--- config.mk ---
export PLATFORM = sky130hd
export DESIGN_NAME = fp16_rint_vec
export DESIGN_NICKNAME = d
export VERILOG_FILES = /design/src/rtl/fprnd_pkg.sv /design/src/rtl/fprnd_dec.sv /design/src/rtl/fprnd_lane.sv /design/src/rtl/fp16_rint_vec.sv
export SDC_FILE = /design/constraint.sdc
export NUM_CORES = 1
export LEC_CHECK = 0
export BUFFER_PORTS_ARGS = -buffer_cell sky130_fd_sc_hd__buf_2
export CELL_PAD_IN_SITES_DETAIL_PLACEMENT = 1
export CELL_PAD_IN_SITES_GLOBAL_PLACEMENT = 1
export CORE_MARGIN = 10
export CORE_UTILIZATION = 48
export CTS_CLUSTER_DIAMETER = 150
export DETAILED_ROUTE_END_ITERATION = 8
export PLACE_DENSITY = 0.91
export SYNTH_ARGS = -nofsm -noshare
export SYNTH_HDL_FRONTEND = slang
export SYNTH_HIERARCHICAL = 1
export SYNTH_SLANG_ARGS = --single-unit
export TNS_END_PERCENT = 10
--- constraint.sdc ---
create_clock -name clk -period 21.6 [get_ports clk]
set_input_delay 2.16 -clock clk [delete_from_list [all_inputs] [get_ports clk]]
set_output_delay 2.16 -clock clk [all_outputs]
set_load 0.005 [all_outputs]
--- src/rtl/fprnd_pkg.sv ---
package fprnd_pkg;
  localparam int LANE_W = 16;

  typedef enum logic [2:0] {
    RND_NE = 3'd0,
    RND_PI = 3'd1,
    RND_MI = 3'd2,
    RND_ZR = 3'd3,
    RND_NA = 3'd4
  } rnd_e;

  localparam logic [6:0] SEL_NE  = 7'h18;
  localparam logic [6:0] SEL_MI  = 7'h19;
  localparam logic [6:0] SEL_PI  = 7'h38;
  localparam logic [6:0] SEL_ZR  = 7'h39;
  localparam logic [6:0] SEL_NA  = 7'h58;
  localparam logic [6:0] SEL_EXA = 7'h59;
  localparam logic [6:0] SEL_DYN = 7'h79;
endpackage

--- src/rtl/fprnd_dec.sv ---
module fprnd_dec
  import fprnd_pkg::*;
(
  input  logic [31:0] instr,
  input  logic [1:0]  glob_rm,
  output rnd_e        mode,
  output logic        exact,
  output logic        wide,
  output logic        undef
);
  logic [6:0] sel;
  logic       known;
  rnd_e       dyn_mode;

  assign sel  = {instr[29], instr[23], instr[16:12]};
  assign wide = instr[30];

  always_comb begin
    case (glob_rm)
      2'd0:    dyn_mode = RND_NE;
      2'd1:    dyn_mode = RND_PI;
      2'd2:    dyn_mode = RND_MI;
      default: dyn_mode = RND_ZR;
    endcase
  end

  always_comb begin
    known = 1'b1;
    exact = 1'b0;
    mode  = RND_NE;
    case (sel)
      SEL_NE:  mode = RND_NE;
      SEL_MI:  mode = RND_MI;
      SEL_PI:  mode = RND_PI;
      SEL_ZR:  mode = RND_ZR;
      SEL_NA:  mode = RND_NA;
      SEL_EXA: begin mode = dyn_mode; exact = 1'b1; end
      SEL_DYN: mode = dyn_mode;
      default: known = 1'b0;
    endcase
  end

  assign undef = instr[28] || !known;
endmodule

--- src/rtl/fprnd_lane.sv ---
module fprnd_lane
  import fprnd_pkg::*;
(
  input  logic [LANE_W-1:0] din,
  input  rnd_e              mode,
  output logic [LANE_W-1:0] dout,
  output logic              inv,
  output logic              inx
);
  localparam logic [4:0] EXP_INT = 5'd25;
  localparam logic [4:0] BIAS    = 5'd15;

  logic        sgn;
  logic [4:0]  ex;
  logic [9:0]  man;
  logic [4:0]  ex_eff;
  logic [10:0] sig;
  logic [4:0]  sh;
  logic [3:0]  rpos;
  logic [10:0] ipart;
  logic        rbit, stk, inc;
  logic [11:0] sum;
  logic [3:0]  lead;
  logic [11:0] norm;

  always_comb begin
    sgn    = din[15];
    ex     = din[14:10];
    man    = din[9:0];
    ex_eff = (ex == 5'd0) ? 5'd1 : ex;
    sig    = {ex != 5'd0, man};
    sh     = EXP_INT - ex_eff;
    rpos   = sh[3:0] - 4'd1;
    ipart  = '0;
    rbit   = 1'b0;
    stk    = 1'b0;
    inc    = 1'b0;
    sum    = '0;
    lead   = '0;
    norm   = '0;
    dout   = din;
    inv    = 1'b0;
    inx    = 1'b0;

    if (ex == 5'h1F) begin
      if (man != 10'd0 && !man[9]) begin
        dout = 16'h7E00;
        inv  = 1'b1;
      end
    end else if (ex >= EXP_INT || (ex == 5'd0 && man == 10'd0)) begin
      dout = din;
    end else begin
      if (sh <= 5'd11) begin
        ipart = sig >> sh;
        rbit  = sig[rpos];
        stk   = |(sig & ((11'd1 << rpos) - 11'd1));
      end else begin
        stk = 1'b1;
      end
      inx = rbit | stk;
      case (mode)
        RND_NE:  inc = rbit && (stk || ipart[0]);
        RND_NA:  inc = rbit;
        RND_PI:  inc = !sgn && inx;
        RND_MI:  inc = sgn && inx;
        default: inc = 1'b0;
      endcase
      sum = {1'b0, ipart} + {11'd0, inc};
      if (sum == 12'd0) begin
        dout = {sgn, 15'd0};
      end else begin
        for (int k = 0; k < 12; k++) begin
          if (sum[k]) lead = k[3:0];
        end
        norm = sum << (4'd10 - lead);
        dout = {sgn, BIAS + {1'b0, lead}, norm[9:0]};
      end
    end
  end
endmodule

--- src/rtl/fp16_rint_vec.sv ---
module fp16_rint_vec
  import fprnd_pkg::*;
#(
  parameter int LANES = 8
) (
  input  logic                     clk,
  input  logic                     rst,
  input  logic                     in_valid,
  output logic                     in_ready,
  input  logic [31:0]              in_instr,
  input  logic [LANES*LANE_W-1:0]  in_src,
  input  logic [1:0]               in_rmode,
  input  logic                     in_inv,
  input  logic                     in_inx,
  output logic                     out_valid,
  input  logic                     out_ready,
  output logic [LANES*LANE_W-1:0]  out_data,
  output logic                     out_inv,
  output logic                     out_inx,
  output logic                     out_undef,
  output logic                     out_wr
);
  localparam int DATA_W = LANES * LANE_W;
  localparam int NARROW = LANES / 2;

  rnd_e              mode;
  logic              exact, wide, undef, accept;
  logic [LANES-1:0]  lane_en, lane_inv, lane_inx;
  logic [DATA_W-1:0] lane_res, nx_data;
  logic              nx_inv, nx_inx;

  fprnd_dec u_dec (
    .instr  (in_instr),
    .glob_rm(in_rmode),
    .mode   (mode),
    .exact  (exact),
    .wide   (wide),
    .undef  (undef)
  );

  for (genvar i = 0; i < LANES; i++) begin : g_lane
    fprnd_lane u_lane (
      .din (in_src[i*LANE_W +: LANE_W]),
      .mode(mode),
      .dout(lane_res[i*LANE_W +: LANE_W]),
      .inv (lane_inv[i]),
      .inx (lane_inx[i])
    );
    assign lane_en[i] = (i < NARROW) || wide;
    assign nx_data[i*LANE_W +: LANE_W] =
      (lane_en[i] && !undef) ? lane_res[i*LANE_W +: LANE_W] : '0;
  end

  assign nx_inv   = in_inv | (!undef && |(lane_inv & lane_en));
  assign nx_inx   = in_inx | (!undef && exact && |(lane_inx & lane_en));
  assign in_ready = !out_valid || out_ready;
  assign accept   = in_valid && in_ready;

  always_ff @(posedge clk) begin
    if (rst) begin
      out_valid <= 1'b0;
      out_data  <= '0;
      out_inv   <= 1'b0;
      out_inx   <= 1'b0;
      out_undef <= 1'b0;
      out_wr    <= 1'b0;
    end else if (accept) begin
      out_valid <= 1'b1;
      out_data  <= nx_data;
      out_inv   <= nx_inv;
      out_inx   <= nx_inx;
      out_undef <= undef;
      out_wr    <= !undef;
    end else if (out_ready) begin
      out_valid <= 1'b0;
    end
  end
endmodule

Word-level counts from Yosys, hierarchy flattened
Index checks and enable logic that the tools add are counted.
W data, S select, Z words.
- output and inout bits: 134
- word-level logic and storage cells: 589
- register bits after elaboration: 133
- input port bits: 168
- reduce and logical (&&, ||, !) cells: 137
- equality and inequality tests: 20
- $add $sub $neg: 48
- muxes and demuxes: 310
- shifts and indexed selects: 24
- order comparisons: 24
- bitwise operators: 20
- operator list (cell ; count):
    $mux W16 ; 24
    $mux W11 ; 24
    $mux W15 ; 16
    $mux W4 ; 56
    $mux W1 ; 116
    $add A11 B1 Y12 ; 8
    $logic_not A12 Y1 ; 8
    $mux W3 ; 32
    $shl A12 B4 Y10 ; 8
    $and A11 B11 Y11 ; 8
    $reduce_or A11 Y1 ; 8
    $shl A1 B4 Y11 const A ; 8
    $shr A11 B5 Y11 ; 8
    $sub A11 B1 Y11 const B ; 8
    $logic_not A10 Y1 ; 8
    $reduce_bool A10 Y1 ; 8
    $logic_and A1 B1 Y1 ; 45
    $add A4 B4 Y5 const A ; 8
    $eq A5 B5 Y1 const B ; 8
    $ge A5 B5 Y1 const B ; 8
    $le A5 B4 Y1 const B ; 8
    $logic_not A5 Y1 ; 8
    $lt A4 B5 Y1 const B ; 8
    $mux W5 ; 8
    other kinds (27) ; 134

Longest topological paths before layout
Gate-level depths: netlist (run 1).
- word-level depth: 37
- depth in mapped cells: 38

Hierarchy
Netlist (run 1), hierarchy kept.
- modules (own cells, without submodules) (module ; cells an instance ; instances ; area an instance (um^2)):
    fprnd_lane at g_lane[0].u_lane ... ; 373 ; 6 ; 2548.7
    fp16_rint_vec ; 628 ; 1 ; 5362.6
    fprnd_lane at g_lane[6].u_lane ; 376 ; 1 ; 2783.9
    fprnd_lane at g_lane[7].u_lane ; 375 ; 1 ; 2647.5
    fprnd_dec ; 11 ; 1 ; 93.8

Least setup slack after synthesis (run 1)
No wires, ideal clock.
- path type: input to register
- start point: in in_src[123]
- end point: reg out_data[116]
- buffers on the path: 8
- required time: 21.530 ns
- path slack: 12.334 ns
- arrival time: 9.195 ns
- cell stages on the path: 35
- library setup time: 0.070 ns
- path through: buf_4 buf_6 clkinv_1 ha_1 clkbuf_1 clkbuf_1 buf_1 nor2_1 nand3_1 ha_1 o21ai_0 nor2_1 o21ai_0 a211o_1 nand4_1 a221oi_1 a2111oi_0 a21o_1 ha_1 ha_1 nand4_1 or3_1 buf_4 or4_4 o211a_1 o22a_1 buf_6 ha_1 or4_4 and2_1 buf_6 o41ai_2 a21o_1 nand4_1 a21oi_1
- cells in the longest elaborated chain, start to end: 37
- elaborated cells between the ends (all ways): 56
- those cells by class: add/sub: 5; order compare: 2; eq/ne: 1; shift: 3; mux: 33; bitwise: 2; reduce/logical: 10
- ends and longest elaborated chain (what ; RTL line ; text):
    start, declared ; fp16_rint_vec.sv:11 ; input logic [LANES*LANE_W-1:0] in_src,
    $logic_not A5 Y1 ; fprnd_lane.sv:30, fprnd_lane.sv:50 ;
    $mux W5 ; fprnd_lane.sv:30 ; ex_eff = (ex == 5'd0) ? 5'd1 : ex;
    $sub A5 B5 Y5 ; fprnd_lane.sv:32 ; sh = EXP_INT - ex_eff;
    $sub A4 B1 Y4 ; fprnd_lane.sv:33 ; rpos = sh[3:0] - 4'd1;
    $shl A1 B4 Y11 ; fprnd_lane.sv:56 ; stk = |(sig & ((11'd1 << rpos) - 11'd1));
    $sub A11 B1 Y11 ; fprnd_lane.sv:56 ;
    $and A11 B11 Y11 ; fprnd_lane.sv:56 ;
    $reduce_or A11 Y1 ; fprnd_lane.sv:56 ;
    [22 not listed] ; -- ;
    $mux W4 ; fprnd_lane.sv:45 ; if (ex == 5'h1F) begin
    $sub A4 B4 Y4 ; fprnd_lane.sv:75 ; norm = sum << (4'd10 - lead);
    $shl A12 B4 Y10 ; fprnd_lane.sv:75 ;
    $mux W15 ; fprnd_lane.sv:69 ; if (sum == 12'd0) begin
    $mux W15 ; fprnd_lane.sv:50 ; end else if (ex >= EXP_INT || (ex == 5'd0 && man == 10'd0)) begin
    $mux W16 * ; fprnd_lane.sv:45 ;
    via lane_res[116] ; fp16_rint_vec.sv:29 ; logic [DATA_W-1:0] lane_res, nx_data;
    $mux W16 * ; fp16_rint_vec.sv:51 ; (lane_en[i] && !undef) ? lane_res[i*LANE_W +: LANE_W] : '0;
    end signal, assigned ; fp16_rint_vec.sv:69 ; out_data <= nx_data;
    end, declared ; fp16_rint_vec.sv:17 ; output logic [LANES*LANE_W-1:0] out_data,
The timed path passes the listed nets; every way through them passes the cells marked *. The select of a mux whose other input is x is not followed.
A chain may end at the register's enable or synchronous reset.

Final worst setup path (run 1)
- start point: in in_src[11]
- end point: reg out_data[7]
Same word-level chain as after synthesis.

==> results.rst, run 1 <==
.. list-table::
   :header-rows: 1

   * - Metric
     - Value
   * - Reg2reg start
     - out_valid
   * - CTS max path bufs
     - 2
   * - Post-synth top flop
     - dfxtp_1
   * - End point of the most critical hold path
     - out_data[99]
   * - Setup TNS
     - 0 ps
   * - Min Tclk post-route
     - 11600 ps
   * - Largest net degree at the start of global routing
     - 82
   * - Synthesized area
     - 0.02618 mm^2
   * - Routed WL
     - 105500 um
   * - Part of the Yosys area used for sequential elements
     - 10.17%
   * - Setup skew after layout
     - 22.37 ps
   * - Die Footprint
     - 0.06428 mm^2
   * - Total routing resource utilization after global routing
     - 31.46%
   * - Fmax achieved
     - 86.22 MHz
   * - Die width
     - 253.5 um
   * - Cts hold-fix bufs
     - 0
   * - Final #Nets
     - 3881
   * - Power density over the cells
     - 51.67 mW/mm^2
   * - Slowest stage cell, crit path
     - a211oi_2
   * - CTS tree
     - built
   * - RSZ-0062 raised after global routing
     - false
   * - Grt total ovfl
     - 0
   * - Worst-case reg-to-reg path depth
     - 6
   * - Area Growth Syn to Fin
     - 5.831%
   * - Remaining antenna violation count after routing
     - 0
   * - Status
     - completed
   * - Hold/Removal Path Class
     - register to register
   * - Placement row count
     - 85
   * - Fraction of layout instances using a drive strength above 1
     - 17.96%
   * - IO buf count
     - 278
   * - Io pins
     - 302
   * - Worst IR Drop VDD
     - 0.06720 mV
   * - Floorplan core area
     - 0.05392 mm^2
   * - Register-to-Register Setup Slack
     - 18970 ps
   * - Worst Hold Launch
     - out_data[99]
   * - GR Util met3
     - 6.824%
   * - Number of global-route vias before repair
     - 30440
   * - Initial core utilization
     - 48.55%
   * - Per-cell via count in the routed design
     - 7.066
   * - Hold Path Stages
     - 2
   * - DRC
     - 0
   * - Max H-tree Level
     - 4
   * - Max-slew violation count
     - 0
   * - Number of violations of the max-capacitance limit
     - 0
   * - Final estimated routing congestion in global placement
     - 0.9651
   * - Most congested layer reported by global routing
     - met2
   * - Grt met1 use
     - 39.77%
   * - Register bit total from synthesis
     - 133
   * - Number of antenna violations at the first check in global routing
     - 2
   * - Number of sinks on the clock net
     - 133
   * - Clk Latency, worst-skew pair
     - 510 ps
   * - Count of instances resized after the clock tree is built
     - 0
   * - Final period util
     - 53.69%
   * - Syn_nets
     - 3868
   * - Initial detailed-routing violation count
     - 2859
   * - Synth Warn #
     - 6
   * - Crit start category
     - primary input
   * - Number of search-and-repair iterations in the first detailed-routing pass
     - 9
   * - Average size of a mapped cell
     - 7.216 um^2
   * - Slew @ Worst Pin
     - 1095 ps
   * - Critical Path Fanout Max
     - 37
   * - Routed wire length per instance
     - 24.24 um
   * - Post-DP HPWL
     - 77170 um
   * - Count of vias placed by the detailed router
     - 30750
   * - Final setup viols
     - 0
   * - Area share of the leading cell type in the synthesized netlist
     - 10.17%
   * - Critical path required time
     - 22020 ps
   * - Most common cell type on the critical path
     - ha_1
   * - Leakage Power
     - 10.28 nW
   * - TritonCTS Buffers
     - 17
   * - Final core utilization
     - 51.38%
   * - Yosys top cell by area
     - dfxtp_1
   * - Cell variety after synth
     - 147
   * - First-pass GRT wire length
     - 167800 um
   * - R2r endpoint
     - out_data[5]
   * - Number of cells produced by synthesis
     - 3628
   * - Category of the critical setup timing path
     - primary input to register
   * - Die H
     - 253.5 um
   * - Headroom to the max-slew limit
     - 25.97%
   * - Clock-pin slew of the registers on the worst-case setup and hold paths
     - 60 ps
   * - Total Power
     - 1.432 mW
   * - Ranking of synthesized cells by area
     - dfxtp_1 (10%), a21oi_1 (6.0%), o21ai_0 (5.8%)
   * - Number of enable-type register cells in the synthesized netlist
     - 0
   * - Fin. Hold Viols
     - 0
   * - CP Capture Type
     - register
   * - Crit path arrival time
     - 12020 ps
   * - Proportion of register bits with asynchronous set or reset after synthesis
     - 0%
   * - Delay of the slowest cell on the worst path
     - 900 ps
   * - Clock root buffer
     - clkbuf_16
   * - Post-CTS Setup Repair Bufs
     - 0
   * - Met2 Usage GRT
     - 51.32%
==> per-layer routing <==
metal,share of wire [%],wire length (um),up-vias
met2,47,49270,1483
met5,0.0095,10,-
met1,41,43280,15140
met4,3.5,3718,2
met3,8.7,9184,285
li1,-,-,13840
==> critical path, delay by kind of cell <==
kind                     cells  cell delay (ps)
AO/OA/AOI/OAI               11             2750
XOR/XNOR                     3             1420
adder cells (fa/ha/maj)      5             1630
buffers and inverters        4             1390
multiplexers                 2              720
AND/OR/NAND/NOR              7             1920
==> metrics by stage <==
stage,setup WS (ps),instance area [um^2],std cells,hold WS [ps]
6_report,10000,27710,4351,468.7
5_1_grt,9307,27700,4349,493.4
4_1_cts,10230,27700,4349,472.2
3_5_place_dp,9857,27130,4318,465.1
3_3_place_gp,10140,27130,4318,455.6
2_1_floorplan,12330,26180,3628,465.8
==> synth_stat cells (42+ instances only) <==
cell type,number
a21oi_1,314
o21ai_0,303
nand2_1,302
nor2_1,298
nand4_1,157
nand3_1,147
clkbuf_1,144
dfxtp_1,133
mux2i_1,101
buf_2,91
inv_1,87
o21ai_1,87
ha_1,72
nor3_1,69
nor2b_1,68
xnor2_1,68
and3_1,59
mux2_2,58
a211oi_1,56
xor2_1,52
mux4_2,48
nand2b_1,42
==> flip-flops by register name, summed over array words and instances, names as in the netlist <==
register   count
out_undef      1
out_data     128
out_valid      1
out_wr         1
out_inv        1
out_inx        1
==> layout by cell type, fill, tap and decap left out, drive strengths merged, types with 20 or more instances in the layout <==
cell type | netlist | final
nor4 | 36 | 36
a32oi | 34 | 34
o31ai | 36 | 36
ha | 72 | 72
a211oi | 80 | 80
nor3 | 93 | 93
and2 | 44 | 44
mux2i | 101 | 101
mux4 | 54 | 54
mux2 | 66 | 66
nand2b | 42 | 42
nand3 | 149 | 149
o22ai | 20 | 20
nor2 | 300 | 300
xor2 | 54 | 54
a21oi | 323 | 323
or4 | 28 | 28
clkbuf | 150 | 21
a221oi | 21 | 21
xnor2 | 81 | 81
o211ai | 39 | 39
or3 | 37 | 37
o21ai | 395 | 395
nand4 | 163 | 163
inv | 96 | 99
o21a | 20 | 20
dfxtp | 133 | 133
o311ai | 29 | 29
a31oi | 36 | 36
nand2 | 303 | 303
and3 | 59 | 59
nor2b | 70 | 70
buf | 154 | 298
==> kinds of logic (layout without fill, tap and decap cells) <==
logic type	Yosys count	in the layout	synth area share [%]
AOI/OAI and AO/OA	1243	1243	32.29
xor gates and xnor gates	135	135	5.248
adders and majority gates	72	72	3.441
buffers and inverters	412	437	7.341
DFF	133	133	10.17
muxes	221	221	11.52
other	0	2	0
and+or+nand+nor	1412	1412	29.99
==> cell type report <==
cell class              instances  area, um^2
diodes                          2       5.005
well taps                     696       870.8
fillers                      7034       26210
clock inverters                10       98.84
inverters                     108       422.9
clock buffers                  21       470.5
flip-flops and latches        133        2663
multi-input cells            3083       21630
repair buffers                298        1546
==> power breakdown <==
part           leakage, nW  switching [mW]  internal, mW  total, mW
clock                0.264           0.139         0.167      0.305
sequential            1.07        0.000860         0.247      0.247
combinational         8.95           0.560         0.319      0.879
==> worst max-delay path by stage <==
stage                     start            end  slack (ps)  cells after the start
global placement     in_src[91]   out_data[86]       10140                     32
finish               in_src[11]    out_data[7]       10000                     32
global route         in_src[11]    out_data[7]        9310                     32
detailed placement   in_src[11]    out_data[7]        9860                     32
CTS                  in_src[11]    out_data[7]       10230                     32
floorplan           in_src[123]  out_data[116]       12330                     35
No activity file was read; power rests on OpenSTA's default activity.
==> run 2, diff against run 1 <==
--- a/config.mk
+++ b/config.mk
@@ -9,10 +9,10 @@
 export CELL_PAD_IN_SITES_DETAIL_PLACEMENT = 1
 export CELL_PAD_IN_SITES_GLOBAL_PLACEMENT = 1
 export CORE_MARGIN = 10
-export CORE_UTILIZATION = 48
+export CORE_UTILIZATION = 45
 export CTS_CLUSTER_DIAMETER = 150
 export DETAILED_ROUTE_END_ITERATION = 8
-export PLACE_DENSITY = 0.91
+export PLACE_DENSITY = 0.86
 export SYNTH_ARGS = -nofsm -noshare
 export SYNTH_HDL_FRONTEND = slang
 export SYNTH_HIERARCHICAL = 1
==> constraint.sdc (replaced) <==
create_clock -name clk -period 11.7 [get_ports clk]
set_input_delay 1.17 -clock clk [delete_from_list [all_inputs] [get_ports clk]]
set_output_delay 1.17 -clock clk [all_outputs]
set_load 0.005 [all_outputs]
==> run 2 against run 1 <==
Power increased by 86%. Cell count increased by 1.8%. Register-to-register slack got worse by 9800 ps. Worst setup slack got worse by 8400 ps. Clock power increased by 95%. Worst hold slack improved by 5.0 ps. Global-route usage decreased by 2.2 points. Flip-flop and latch count unchanged.
==> results.rst, run 2 (same netlist as run 1, synthesis figures left out) <==
.. list-table::
   :header-rows: 1

   * - Metric
     - Value
   * - Status
     - completed
   * - Worst Hold Launch
     - out_data[72]
   * - Die H
     - 261.2 um (+3.0%)
   * - Total routing resource utilization after global routing
     - 29.29% (-2.2 points)
   * - Die Footprint
     - 0.06823 mm^2 (+6.1%)
   * - Category of the critical setup timing path
     - primary input to register
   * - Routed wire length per instance
     - 23.55 um (-2.9%)
   * - Post-CTS Setup Repair Bufs
     - 0 (unchanged)
   * - Net switching power
     - 1.268 mW (+81%)
   * - Number of antenna violations at the first check in global routing
     - 1 (-1)
   * - Critical path buffer and inverter count
     - 4 (unchanged)
   * - Power density over the cells
     - 95.62 mW/mm^2 (+85%)
   * - Internal power component
     - 1.401 mW (+91%)
   * - Max H-tree Level
     - 4 (unchanged)
   * - Floorplan core area
     - 0.05770 mm^2 (+7.0%)
   * - R2r endpoint
     - out_data[86]
   * - Switching power as a share of total power
     - 47.52% (-1.3 points)
   * - Cell area after placement
     - 0.02729 mm^2 (+0.59%)
   * - Initial detailed-routing violation count
     - 2647 (-7.4%)
   * - Worst IR Drop VDD
     - 0.1229 mV (+83%)
   * - Io pins
     - 302 (unchanged)
   * - Max-slew violation count
     - 0 (unchanged)
   * - CTS max path bufs
     - 2 (unchanged)
   * - Initial core utilization
     - 45.38% (-3.2 points)
   * - Per-cell via count in the routed design
     - 6.809 (-3.6%)
   * - Portion of total power attributed to the clock network
     - 22.3% (+1.0 points)
   * - Largest net degree at the start of global routing
     - 103 (+26%)
   * - Setup skew after layout
     - 16.05 ps (-6.316 ps)
   * - Final period util
     - 86.72%
   * - Final core utilization
     - 48.38% (-3.0 points)
   * - Routed WL
     - 104300 um (-1.1%)
   * - Crit start category
     - primary input
   * - Most flops, register
     - out_data
   * - Area Growth Syn to Fin
     - 6.610%
   * - Headroom to the max-slew limit
     - 19.53% (-6.4 points)
   * - Remaining antenna violation count after routing
     - 0 (unchanged)
   * - Hold/Removal Path Class
     - register to register
   * - Number of violations of the max-capacitance limit
     - 0 (unchanged)
   * - Max reg flops
     - 128 (unchanged)
   * - Number of sinks on the clock net
     - 133 (unchanged)
   * - Largest delay share family, worst path
     - compound AO/OA/AOI/OAI gates
   * - Hold Path Stages
     - 2 (unchanged)
   * - Ant. Diodes
     - 0 (-2)
   * - RSZ-0062 raised after global routing
     - false
   * - Min Tclk post-route
     - 10150 ps
   * - Cell area after layout
     - 0.02791 mm^2 (+0.74%)
   * - Fraction of power consumed by combinational cells
     - 60.5% (-0.9 points)
   * - Number of global-route vias before repair
     - 29970 (-1.5%)
   * - IO buf count
     - 278 (unchanged)
   * - Critical Path Fanout Max
     - 37 (unchanged)
   * - Final setup viols
     - 0 (unchanged)
   * - Count of vias placed by the detailed router
     - 30150 (-1.9%)
   * - Grt total ovfl
     - 0 (unchanged)
   * - Die width
     - 261.2 um (+3.0%)
   * - Clock-pin slew of the registers on the worst-case setup and hold paths
     - 60 ps (about the same)
   * - Number of search-and-repair iterations in the first detailed-routing pass
     - 5 (-4)
   * - CTS tree
     - built
   * - Critical path required time
     - 12110 ps (-9910 ps)
   * - Crit path arrival time
     - 10560 ps (-1460 ps)
   * - Final #Nets
     - 3891 (+0.26%)
   * - Reg2reg start
     - out_valid
   * - Fin. Hold Viols
     - 0 (unchanged)
   * - Slowest stage cell, crit path
     - a211oi_2
   * - Leakage Power
     - 10.36 nW (+0.79%)
   * - Sequential share of power
     - 17.1% (-0.2 points)
   * - Slew @ Worst Pin
     - 1192 ps (+96.90 ps)
   * - Top library cells by usage in the layout, fill and taps aside
     - a21oi_1 (313), o21ai_0 (303), nand2_1 (302), nor2_1 (298), buf_2 (276)
   * - Clock root buffer
     - clkbuf_16
   * - Placement row count
     - 88 (+3.5%)
   * - DRC
     - 0 (unchanged)
   * - Most common cell type on the critical path
     - ha_1
   * - Filler cell count
     - 7522 (+6.9%)
   * - Fmax achieved
     - 98.56 MHz
   * - First-pass GRT wire length
     - 165700 um (-1.3%)
   * - Final estimated routing congestion in global placement
     - 0.9574 (-0.80%)
   * - CP Capture Type
     - register
   * - Fraction of layout instances using a drive strength above 1
     - 18.21% (+0.25 points)
   * - Cts hold-fix bufs
     - 0 (unchanged)
   * - Post-DP HPWL
     - 77150 um (about the same)
   * - Clk Latency, worst-skew pair
     - 490 ps (-20 ps)
   * - Register-to-Register Setup Slack
     - 9140 ps (-9830 ps)
   * - Setup TNS
     - 0 ps (unchanged)
   * - End point of the most critical hold path
     - out_data[72]
   * - Delay of the slowest cell on the worst path
     - 890 ps (about the same)
   * - Worst-case reg-to-reg path depth
     - 5 (-1)
   * - Count of instances resized after the clock tree is built
     - 0 (unchanged)
   * - TritonCTS Buffers
     - 17 (unchanged)
   * - Most common cell after layout, fill and taps aside
     - a21oi_1
run 2: cell types whose count changed in the layout (fill, tap and decap cells not counted), sizes merged:
cell / before / now
buf: 298 / 308
inv: 99 / 98
clkbuf: 21 / 20
bufinv: 1 / 3
clkinvlp: 5 / 2
diode: 2 / 0
clkinv: 13 / 16
run 2: worst reg2reg max path: stages (launching register included):
cell     delay (ps)
dfxtp_1         480
nor2b_4         240
buf_4           560
buf_4           710
o21ai_0         300
a21oi_1         190
run 2: metal layers:
layer / global-route usage (%) / up-vias / part of all wire [%]
met3: 5.544 / 204 / 7.5
met4: 10.03 / 2 / 2.8
met2: 47.53 / 1188 / 46
li1: - / 13850 / -
met1: 38.30 / 14910 / 43
met5: 0 / - / 0.016
run 2: stage by stage:
stage	power (mW)	instances	hold WS (ps)	setup slack, ps
6_report	2.669	4428	473.8	1554
5_1_grt	2.827	4428	500.3	791.9
4_1_cts	2.646	4428	476.3	1779
3_5_place_dp	2.036	4397	468.0	1322
3_3_place_gp	1.995	4397	457.5	1570
2_1_floorplan	1.692	3628	465.8	3424
run 2: power by group through the flow:
stage | clock, mW | combinational (mW) | sequential [mW]
detailed placement | 0 | 1.57 | 0.467
CTS | 0.606 | 1.58 | 0.457
floorplan | 0 | 1.23 | 0.467
finish | 0.596 | 1.62 | 0.457
global route | 0.622 | 1.75 | 0.457
global placement | 0 | 1.53 | 0.467
run 2: worst max-delay path by stage:
stage	start	to	slack (ps)	depth (start not counted)
after CTS	in_src[11]	out_data[7]	1780	32
after detailed placement	in_src[11]	out_data[7]	1320	32
after global routing	in_src[11]	out_data[7]	790	32
final	in_src[11]	out_data[6]	1550	32
after global placement	in_src[11]	out_data[7]	1570	32
after floorplan	in_src[123]	out_data[116]	3420	35
run 2: final cells by class:
cell class                      instances  area [um^2]  area share (%)
Clock buffer                           20        466.7           1.672
Clock inverter                         11        150.1          0.5379
Inverter                              108        422.9           1.515
Multi-Input combinational cell       3083        21630           77.50
Sequential cell                       133         2663           9.540
Tap cell                              765        957.2           3.429
Timing Repair Buffer                  308         1622           5.810
